--- src/rtl/cgs_pkg.sv ---
package cgs_pkg;
  localparam int ENTRY_W  = 16;
  localparam int CHAN_W   = 4;
  localparam int GAIN_W   = 2;
  localparam int LAST_BIT = 4;
  localparam int GAIN_LSB = 6;

  localparam int CTRL_SCAN = 0;
  localparam int CTRL_GATE = 1;
  localparam int CTRL_DIFF = 2;
  localparam int CTRL_W    = 3;

  typedef enum logic [1:0] {
    SEL_INDEX = 2'd0,
    SEL_ENTRY = 2'd1,
    SEL_CTRL  = 2'd2
  } reg_sel_e;

  typedef struct packed {
    logic [GAIN_W-1:0] gain;
    logic              last;
    logic [CHAN_W-1:0] chan;
  } entry_t;
endpackage

--- src/rtl/cgs_cfg_regs.sv ---
module cgs_cfg_regs
  import cgs_pkg::*;
#(
  parameter int PTR_W = 4
) (
  input  logic               clk,
  input  logic               rst_n,
  input  logic               wr_en,
  input  logic [1:0]         wr_sel,
  input  logic [ENTRY_W-1:0] wr_data,
  output logic               scan_en,
  output logic               gate_en,
  output logic               diff_en,
  output entry_t             static_entry,
  output entry_t             wr_entry,
  output logic               idx_wr,
  output logic [PTR_W-1:0]   idx_val,
  output logic               entry_wr
);
  logic [CTRL_W-1:0] ctrl_q, ctrl_d;
  entry_t            static_q, static_d;
  logic              ctrl_wr;
  logic [ENTRY_W-1:0] unused_wr_bits;

  assign unused_wr_bits = {wr_data[ENTRY_W-1:GAIN_LSB+GAIN_W], wr_data[LAST_BIT+1], 8'd0};

  assign idx_wr   = wr_en && (wr_sel == SEL_INDEX);
  assign entry_wr = wr_en && (wr_sel == SEL_ENTRY);
  assign ctrl_wr  = wr_en && (wr_sel == SEL_CTRL);
  assign idx_val  = wr_data[PTR_W-1:0];

  always_comb begin
    wr_entry.chan = wr_data[CHAN_W-1:0];
    wr_entry.last = wr_data[LAST_BIT];
    wr_entry.gain = wr_data[GAIN_LSB +: GAIN_W];
  end

  always_comb begin
    ctrl_d   = ctrl_q;
    static_d = static_q;
    if (ctrl_wr)  ctrl_d   = wr_data[CTRL_W-1:0];
    if (entry_wr) static_d = wr_entry;
  end

  always_ff @(posedge clk or negedge rst_n) begin
    if (!rst_n) begin
      ctrl_q   <= '0;
      static_q <= '0;
    end else begin
      if (ctrl_wr)  ctrl_q   <= ctrl_d;
      if (entry_wr) static_q <= static_d;
    end
  end

  assign scan_en      = ctrl_q[CTRL_SCAN];
  assign gate_en      = ctrl_q[CTRL_GATE];
  assign diff_en      = ctrl_q[CTRL_DIFF];
  assign static_entry = static_q;
endmodule

--- src/rtl/cgs_entry_ram.sv ---
module cgs_entry_ram
  import cgs_pkg::*;
#(
  parameter int DEPTH = 16,
  parameter int PTR_W = 4
) (
  input  logic             clk,
  input  logic             we,
  input  logic [PTR_W-1:0] waddr,
  input  entry_t           wdata,
  input  logic [PTR_W-1:0] raddr,
  output entry_t           rdata
);
  entry_t rows [DEPTH];

  for (genvar i = 0; i < DEPTH; i++) begin : g_row
    entry_t row_q;
    logic   row_we;
    assign row_we = we && (waddr == PTR_W'(i));
    always_ff @(posedge clk) begin
      if (row_we) row_q <= wdata;
    end
    assign rows[i] = row_q;
  end

  assign rdata = rows[raddr];
endmodule

--- src/rtl/cgs_ptr_ctrl.sv ---
module cgs_ptr_ctrl #(
  parameter int DEPTH = 16,
  parameter int PTR_W = 4
) (
  input  logic             clk,
  input  logic             rst_n,
  input  logic             scan_en,
  input  logic             gate_en,
  input  logic             conv_pulse,
  input  logic             scan_start,
  input  logic             idx_wr,
  input  logic [PTR_W-1:0] idx_val,
  input  logic             cur_last,
  output logic [PTR_W-1:0] ptr,
  output logic             conv_go,
  output logic             scan_done
);
  localparam logic [PTR_W-1:0] TOP_IDX = PTR_W'(DEPTH - 1);

  logic [PTR_W-1:0] ptr_q, ptr_d;
  logic             held_q, held_d;
  logic             done_q, done_d;
  logic             adv, wrap;

  assign conv_go = conv_pulse && !held_q;
  assign adv     = conv_go && scan_en;
  assign wrap    = cur_last || (ptr_q == TOP_IDX);

  always_comb begin
    ptr_d  = ptr_q;
    held_d = held_q;
    done_d = adv && cur_last && !idx_wr;
    if (idx_wr)   ptr_d = idx_val;
    else if (adv) ptr_d = wrap ? '0 : ptr_q + 1'b1;
    if (idx_wr)                 held_d = 1'b0;
    else if (done_d && gate_en) held_d = 1'b1;
    else if (scan_start)        held_d = 1'b0;
  end

  always_ff @(posedge clk or negedge rst_n) begin
    if (!rst_n) begin
      ptr_q  <= '0;
      held_q <= 1'b0;
      done_q <= 1'b0;
    end else begin
      if (idx_wr || adv) ptr_q <= ptr_d;
      held_q <= held_d;
      done_q <= done_d;
    end
  end

  assign ptr       = ptr_q;
  assign scan_done = done_q;

  // the boundary pulse coincides with the pointer back at the head
  p_done_at_head_r5: assert property (@(posedge clk) disable iff (!rst_n)
    scan_done |-> (ptr_q == '0));

  // converting a flagged entry yields the pulse next cycle
  p_last_done_r5: assert property (@(posedge clk) disable iff (!rst_n)
    (conv_pulse && !held_q && scan_en && cur_last && !idx_wr) |=> scan_done);

  // plain step to the following slot
  p_step_r4: assert property (@(posedge clk) disable iff (!rst_n)
    (conv_pulse && !held_q && scan_en && !cur_last && ptr_q != TOP_IDX && !idx_wr)
    |=> (ptr_q == $past(ptr_q) + 1'b1));

  // index write lands in the pointer
  p_index_load_r7: assert property (@(posedge clk) disable iff (!rst_n)
    idx_wr |=> (ptr_q == $past(idx_val)));

  // a hold freezes the pointer
  p_hold_freeze_r8: assert property (@(posedge clk) disable iff (!rst_n)
    (held_q && !idx_wr) |=> $stable(ptr_q));

  // static mode leaves the pointer alone
  p_static_still_r2: assert property (@(posedge clk) disable iff (!rst_n)
    (!scan_en && !idx_wr) |=> $stable(ptr_q));
endmodule

--- src/rtl/cgs_sequencer.sv ---
module cgs_sequencer
  import cgs_pkg::*;
#(
  parameter int DEPTH = 16
) (
  input  logic               clk,
  input  logic               rst_n,
  input  logic               wr_en,
  input  logic [1:0]         wr_sel,
  input  logic [ENTRY_W-1:0] wr_data,
  input  logic               conv_pulse,
  input  logic               scan_start,
  output logic               conv_go,
  output logic [CHAN_W-1:0]  mux_sel,
  output logic [GAIN_W-1:0]  gain_code,
  output logic               scan_done
);
  localparam int PTR_W = (DEPTH > 1) ? $clog2(DEPTH) : 1;

  logic [1:0]       rst_pipe;
  logic             rst_sync_n;
  logic             scan_en, gate_en, diff_en;
  logic             idx_wr, entry_wr;
  logic [PTR_W-1:0] idx_val, ptr;
  entry_t           static_entry, wr_entry, list_entry, active;

  always_ff @(posedge clk or negedge rst_n) begin
    if (!rst_n) rst_pipe <= '0;
    else        rst_pipe <= {rst_pipe[0], 1'b1};
  end
  assign rst_sync_n = rst_pipe[1];

  cgs_cfg_regs #(.PTR_W(PTR_W)) u_cfg (
    .clk          (clk),
    .rst_n        (rst_sync_n),
    .wr_en        (wr_en),
    .wr_sel       (wr_sel),
    .wr_data      (wr_data),
    .scan_en      (scan_en),
    .gate_en      (gate_en),
    .diff_en      (diff_en),
    .static_entry (static_entry),
    .wr_entry     (wr_entry),
    .idx_wr       (idx_wr),
    .idx_val      (idx_val),
    .entry_wr     (entry_wr)
  );

  cgs_entry_ram #(.DEPTH(DEPTH), .PTR_W(PTR_W)) u_ram (
    .clk   (clk),
    .we    (entry_wr),
    .waddr (ptr),
    .wdata (wr_entry),
    .raddr (ptr),
    .rdata (list_entry)
  );

  cgs_ptr_ctrl #(.DEPTH(DEPTH), .PTR_W(PTR_W)) u_ptr (
    .clk        (clk),
    .rst_n      (rst_sync_n),
    .scan_en    (scan_en),
    .gate_en    (gate_en),
    .conv_pulse (conv_pulse),
    .scan_start (scan_start),
    .idx_wr     (idx_wr),
    .idx_val    (idx_val),
    .cur_last   (list_entry.last),
    .ptr        (ptr),
    .conv_go    (conv_go),
    .scan_done  (scan_done)
  );

  assign active    = scan_en ? list_entry : static_entry;
  assign gain_code = active.gain;
  assign mux_sel   = diff_en ? {1'b0, active.chan[CHAN_W-2:0]} : active.chan;

  // the boundary pulse never shows while scanning is off
  p_no_done_static_r1: assert property (@(posedge clk) disable iff (!rst_sync_n)
    (!scan_en && !$past(scan_en)) |-> !scan_done);
endmodule

--- config.mk ---
export PLATFORM = sky130hd
export DESIGN_NAME = cgs_sequencer
export DESIGN_NICKNAME = d
export VERILOG_FILES = /design/src/rtl/cgs_pkg.sv /design/src/rtl/cgs_cfg_regs.sv /design/src/rtl/cgs_entry_ram.sv /design/src/rtl/cgs_ptr_ctrl.sv /design/src/rtl/cgs_sequencer.sv
export SDC_FILE = /design/constraint.sdc
export NUM_CORES = 1
export LEC_CHECK = 0
export BUFFER_PORTS_ARGS = -buffer_cell sky130_fd_sc_hd__buf_2
export CAP_MARGIN = 40
export CORE_ASPECT_RATIO = 1.75
export CORE_MARGIN = 2
export CORE_UTILIZATION = 60
export DETAILED_ROUTE_END_ITERATION = 10
export GPL_ROUTABILITY_DRIVEN = 1
export HOLD_SLACK_MARGIN = 0.05
export PLACE_DENSITY = 0.88
export SYNTH_ARGS = -nofsm -noshare
export SYNTH_HDL_FRONTEND = slang
export SYNTH_SLANG_ARGS = --single-unit
export TNS_END_PERCENT = 30
--- constraint.sdc ---
create_clock -name clk -period 4.7 [get_ports clk]
set_clock_uncertainty 0.2 [all_clocks]
set_input_delay 0 -clock clk [delete_from_list [all_inputs] [get_ports clk]]
set_output_delay 0 -clock clk [all_outputs]
set_load 0.02 [all_outputs]
==> results.yml, run 1 <==
sta:
  slew_headroom_pct: 50.67
  fin_crit_sh_pct: 60.69
  setup_tns_ns: 0
  fin_crit_ns: 2.852
  setup_viol: 0
  hold_violations: 0
  worst_slew_pin_slew_ns: 0.7399
  report.final.slew_viol_count: 0
  rsz0062_at_grt: "false"
  max_freq_mhz: 350.6
finish:
  fillerInstances: 500
  n_antenna_cell: 0
  final_layout_size_suffix_gt1_share_pct: 22.01
  syn2layout_area_growth_pct: 18.91
  stdcell_count: 476
  nets: 373
  multi_input_area_um2: 1364
  final-seq-area_um2: 3790
grt:
  grt_pass1_wl_um: 17910
  antenna_found_initial: 0
  grt_pass1_vias: 3190
  grt_overflow: 0
  grt_max_degree: 25
  track_usage_pct: 27.67
logic_synthesis:
  synth-edff-count: 112
  synthCells: 297
  avgSynthCellArea_um2: 17.63
  yosysSeqAreaShare_pct: 72.37
  yosys_most_used_dff: "edfxtp_1"
  yosys.area.top_type: "edfxtp_1"
  synth_cell_types: 33
  synth.ff_latch_count: 129
  netlist.area_leader.share_pct: 64.24
  syn_nets: 324
  async_flop_share_pct: 13.18
  synth_common_cells: "112 x edfxtp_1, 32 x mux2i_1, 17 x dfrtp_1, 16 x and2_1, 15 x nor2_1"
  synth_area_um2: 5235
  ys_warn_count: 0
  synth.most_common_cell: "edfxtp_1"
  synth.area.top_cells: "edfxtp_1 64%, dfrtp_1 8.1%, mux2i_1 6.1%"
clocking:
  clkLatencyLatePin_ns: 0.42
  clk_pin_slew_ns: 0.06
  cts_resized: 0
  clockRootBuffer: "clkbuf_16"
  clock_sinks: 129
  cts-htree-levels: 4
  cts_tree: "yes"
  cts_buffer_depth: 2
  cts_buffers: 17
critical_path:
  crit_slowest_cell: "dfrtp_2"
  critPathLaunchType: "flip-flop"
  worstSetupEndpointType: "flip-flop"
  arrival_ns: 3.01
  required_ns: 4.86
  crit_chain: "buf_12 -> mux2i_1 -> mux4_2 -> mux2_2 -> o32ai_2 -> dlygate4sd3_1"
  critPathMaxStageDelay_ns: 0.65
  crit_path_max_fanout: 24
  worstSetupPathType: "flip-flop to flip-flop"
power_and_ir_drop:
  peakVddDrop_mv: 0.6885
  p_int_w: 0.002490
  switching_share_pct: 28.09
  p_leak_nw: 2.133
  power_density_nw_per_um2: 556.3
  comb_power_share_pct: 22.5
  p_switching_w: 0.0009725
  seqPwrFrac_pct: 40.6
  p_clk_share_pct: 37.0
floorplan:
  die_y_um: 127.6
  start_util_pct: 61.17
  num_rows: 45
  die-area_um2: 9518
  ios: 31
  die_w_um: 74.61
  core_um2: 8558
job:
  drv_cap: 0
detailed_routing:
  first_iter_violations: 327
  firstDrtPassIters: 5
  drc_errors: 0
  ant_nets: 0
  wirelength_um: 11590
  wl_per_cell_um: 24.35
  vias_per_cell: 6.321
  num_vias: 3009
placed_design:
  portBuffers: 21
  dp.cells: 427
  dp_hpwl_um: 6620
  gp_congestion: 0.8295
hold_path:
  min_path_type: "flip-flop to async pin"
outcome:
  status: "finished clean"
[path summary, 6_finish.rpt]
| path | startpoint | to | slack [ns] | depth (start not counted) |
|---|---|---|---|---|
| worst max register to register | u_ptr.ptr[1] | u_ptr.held_q | 1.85 | 6 |
| worst min-delay path | rst_pipe[1] | u_ptr.ptr[3] | 0.10 | 0 |
| max in group asynchronous | rst_pipe[1] | u_ptr.ptr[1] | 3.69 | 0 |
| min in group clk | rst_pipe[0] | rst_pipe[1] | 0.16 | 0 |
| worst min register to register | rst_pipe[1] | u_ptr.ptr[3] | 0.10 | 0 |
| worst max-delay path | u_ptr.ptr[1] | u_ptr.held_q | 1.85 | 6 |
[cell families after synthesis]
group	after synthesis	synth area share [%]
compound gates	38	5.019
buf+inv	15	1.577
simple gates	54	5.712
fa+ha+maj	4	0.9561
flops	129	72.37
other cells	1	0.07163
mux	56	14.29
[placed cells by master, fill, tap and decap left out, types with 2 or more instances in the layout]
cell type      count
edfxtp_1         112
mux2i_1           32
buf_2             21
clkbuf_16         17
dlygate4sd3_1     17
and2_1            16
dfrtp_1           16
nor2_1            15
mux4_2            14
o22ai_1           12
a22oi_1           11
mux2_2            10
nand3b_1           5
a31oi_1            5
nand2_1            5
inv_1              4
nor3_1             4
ha_1               4
clkinvlp_4         4
clkbuf_1           4
nand3_1            3
o21ai_1            3
clkinv_2           3
bufinv_16          3
nor2b_1            2
a21oi_1            2
[worst max-delay path: cells and delay by family (launching register included)]
kind / cells / cell delay (ns)
AO/OA/AOI/OAI: 1 / 0.13
buffers and inverters: 2 / 0.85
flip-flops: 1 / 0.65
multiplexers: 3 / 0.94
[metrics by stage]
stage | utilization, % | instance area [um^2] | hold WS, ns | setup slack, ns | total power (W)
2_1_floorplan | - | 5235 | -0.4956 | 2.619 | 0.001945
3_3_place_gp | 63.42 | 5428 | -0.4154 | 2.016 | 0.002092
3_5_place_dp | 63.98 | 5475 | -0.4115 | 2.451 | 0.002153
4_1_cts | 72.73 | 6225 | 0.1035 | 1.879 | 0.003433
5_1_grt | 72.73 | 6225 | 0.1548 | 1.784 | 0.003564
6_report | 72.73 | 6225 | 0.1023 | 1.848 | 0.003463
[power by group through the flow]
stage / combinational [W] / clock, W / sequential (W)
2_1_floorplan: 0.000592 / 0 / 0.00135
3_3_place_gp: 0.000618 / 0 / 0.00147
3_5_place_dp: 0.000732 / 0 / 0.00142
4_1_cts: 0.000760 / 0.00127 / 0.00140
5_1_grt: 0.000830 / 0.00132 / 0.00141
6_report: 0.000778 / 0.00128 / 0.00141
[repair_timing]
action	in CTS	in global routing
hold buffers	17	0
hold endpoints to repair	129	0
setup buffers	0	0
[area by class of cell]
cell class / count / share of cell area, %
clock inverters: 11 / 2.231
multi-input cells: 153 / 21.91
clock buffers: 21 / 7.075
flip-flops and latches: 129 / 60.88
well taps: 117 / 2.352
inverters: 4 / 0.2412
repair buffers: 41 / 5.307
[state kept, by name (all words and copies together) (netlist names)]
signal,cells
u_cfg.ctrl_q,3
u_ram.g_row.row_q,112
u_cfg.static_entry,6
rst_pipe,2
u_ptr.scan_done,1
u_ptr.held_q,1
u_ptr.ptr,4
[layer usage]
layer  share of wire [%]  vias to the layer above  global-route usage [%]  routed length, um
met5                   0                        -                       0                  0
met4                 4.3                        0                   16.70                503
met3                 5.9                       39                   5.205                686
met2                  57                      179                   47.21               6565
met1                  33                     1506                   31.19               3834
li1                    -                     1285                       -                  -
Note: power is estimated with default switching activity, not from simulation.
==> run 2: changes to the inputs <==
==> constraint.sdc (replaced) <==
create_clock -name clk -period 2.8 [get_ports clk]
set_clock_uncertainty 0.2 [all_clocks]
set_input_delay 0 -clock clk [delete_from_list [all_inputs] [get_ports clk]]
set_output_delay 0 -clock clk [all_outputs]
set_load 0.02 [all_outputs]
==> run 2 against run 1 <==
  * Critical path type is now flip-flop to output pin
  * Design area down 1.8%
  * Critical endpoint is now mux_sel[2]
  * Sequential share of layout area up 1.2 points
  * Global-route usage up 1.6 points
==> results.yml, run 2 (synthesis gave the netlist of run 1 again) <==
outcome:
  status: "finished clean"
finish:
  final_cell_mix: "112 x edfxtp_1, 32 x mux2i_1, 21 x buf_2"
  top_register: "u_ram.g_row.row_q"
  final_common_cell: "edfxtp_1"
  multi_input_area_um2: 1364
  fillerInstances: 499
  final-seq-area_um2: 3794
  nets: 372
  final_layout_size_suffix_gt1_share_pct: 21.01
  syn2layout_area_growth_pct: 16.80
  design_area_um2: 6115
  largest_reg_flops: 112
  n_antenna_cell: 0
critical_path:
  critPathLaunchType: "flip-flop"
  required_ns: 2.60
  r2r_cells: 4
  r2r-start: "u_ptr.ptr[1]"
  worstSetupPathType: "flip-flop to output pin"
  arrival_ns: 2.50
  worstSetupEndpointType: "output pin"
  worstSetupEndpoint: "mux_sel[2]"
  reg2reg_slack_ns: 0.53
  regToRegEndpoint: "u_ptr.ptr[1]"
  crit_path_max_fanout: 28
  crit_start: "u_ptr.ptr[1]"
floorplan:
  core_um2: 8558
  ios: 31
  num_rows: 45
  die-area_um2: 9518
  die_y_um: 127.6
  die_w_um: 74.61
  start_util_pct: 61.17
clocking:
  post_cts_buffers: 0
  clkLatencyLatePin_ns: 0.41
  cts-htree-levels: 4
  cts_buffers: 17
  clk_pin_slew_ns: 0.06
  cts_tree: "yes"
  clock_sinks: 129
  clockRootBuffer: "clkbuf_16"
  cts_buffer_depth: 2
detailed_routing:
  drc_errors: 0
  wirelength_um: 12510
  num_vias: 3099
  wl_per_cell_um: 26.38
  firstDrtPassIters: 5
  vias_per_cell: 6.538
  first_iter_violations: 334
  ant_nets: 0
power_and_ir_drop:
  power_density_nw_per_um2: 914.4
  p_clk_share_pct: 34.4
  p_switching_w: 0.001646
  seqPwrFrac_pct: 43.1
  switching_share_pct: 29.44
  p_leak_nw: 2.090
  comb_power_share_pct: 22.5
  p_int_w: 0.003945
  peakVddDrop_mv: 0.7274
job:
  drv_cap: 0
sta:
  hold_violations: 0
  rsz0062_at_grt: "false"
  setup_slack_ns: 0.09528
  max_freq_mhz: 369.7
  fin_crit_ns: 2.705
  slew_headroom_pct: 54.20
  report.final.slew_viol_count: 0
  worst_slew_pin_slew_ns: 0.6869
  fin_crit_sh_pct: 96.60
  setup_viol: 0
  setup_tns_ns: 0
placed_design:
  portBuffers: 21
  dp_slack_ns: 0.4009
  gp_congestion: 0.8520
  dp_hpwl_um: 6956
  place_area_um2: 5450
grt:
  grt_overflow: 0
  grt_max_degree: 29
  antenna_found_initial: 0
  grt_pass1_vias: 3183
  track_usage_pct: 29.28
  grt_pass1_wl_um: 18930
hold_path:
  min_path_type: "flip-flop to async pin"
[run 2: cell types whose count changed in the layout (fill, tap and decap cells not counted), sizes merged]
cell,before,now
clkinvlp,4,1
bufinv,3,1
clkinv,4,8
buf,24,25
dlygate4sd3,17,15
[run 2: worst max-delay path, stage by stage, from the launching register on]
cell	delay (ns)
dfrtp_4	0.66
or3b_1	0.57
o22ai_1	0.32
nor2_1	0.12
a31oi_1	0.22
buf_2	0.20
[run 2: final cells by class]
class                   instances  area share, %
clock buffers                  21          7.203
repair buffers                 40          4.665
inverters                       4         0.2455
flip-flops and latches        129          62.04
multi-input cells             153          22.30
clock inverters                10          1.146
well taps                     117          2.394
[run 2: power by group through the flow]
| stage | Clock (W) | Sequential, W | Combinational [W] |
|---|---|---|---|
| final | 0.00193 | 0.00241 | 0.00126 |
| after global routing | 0.00200 | 0.00242 | 0.00133 |
| after CTS | 0.00191 | 0.00240 | 0.00123 |
| after detailed placement | 0 | 0.00242 | 0.00117 |
| after global placement | 0 | 0.00241 | 0.00114 |
| after floorplan | 0 | 0.00227 | 0.000993 |
[run 2: how the worst min path moves through the flow]
stage | startpoint | end | slack [ns] | cells past startpoint
after floorplan | rst_n | rst_pipe[0] | -0.50 | 0
after global placement | rst_n | rst_pipe[1] | -0.42 | 1
after detailed placement | rst_n | rst_pipe[0] | -0.41 | 1
after CTS | rst_pipe[1] | u_cfg.static_entry[5] | 0.09 | 0
after global routing | rst_pipe[1] | u_cfg.static_entry[5] | 0.12 | 0
final | rst_pipe[1] | u_ptr.scan_done | 0.08 | 0
[run 2: metal layers]
metal  vias to the layer above  wire length, um  track usage, %
met5                         -                0               0
met4                         0              612           16.60
met3                        44             1016           5.915
met2                       233             7079           49.40
met1                      1548             3797           33.91
li1                       1274                -               -
[run 2: timing repair]
item / in CTS / in global routing
setup endpoints to repair: 2 / 4
hold buffers: 15 / 0
pin swaps: 0 / 0
gates cloned: 0 / 0
endpoints found under the hold margin: 129 / 0
resized for setup: 1 / 1
[run 2: through the flow]
stage | instances | hold WS (ns) | power (W) | util, %
finish | 474 | 0.08375 | 0.005591 | 71.45
global route | 474 | 0.1249 | 0.005746 | 71.45
floorplan | 297 | -0.4956 | 0.003265 | -
CTS | 474 | 0.09080 | 0.005543 | 71.42
global placement | 428 | -0.4154 | 0.003551 | 63.68
detailed placement | 428 | -0.4126 | 0.003594 | 63.68
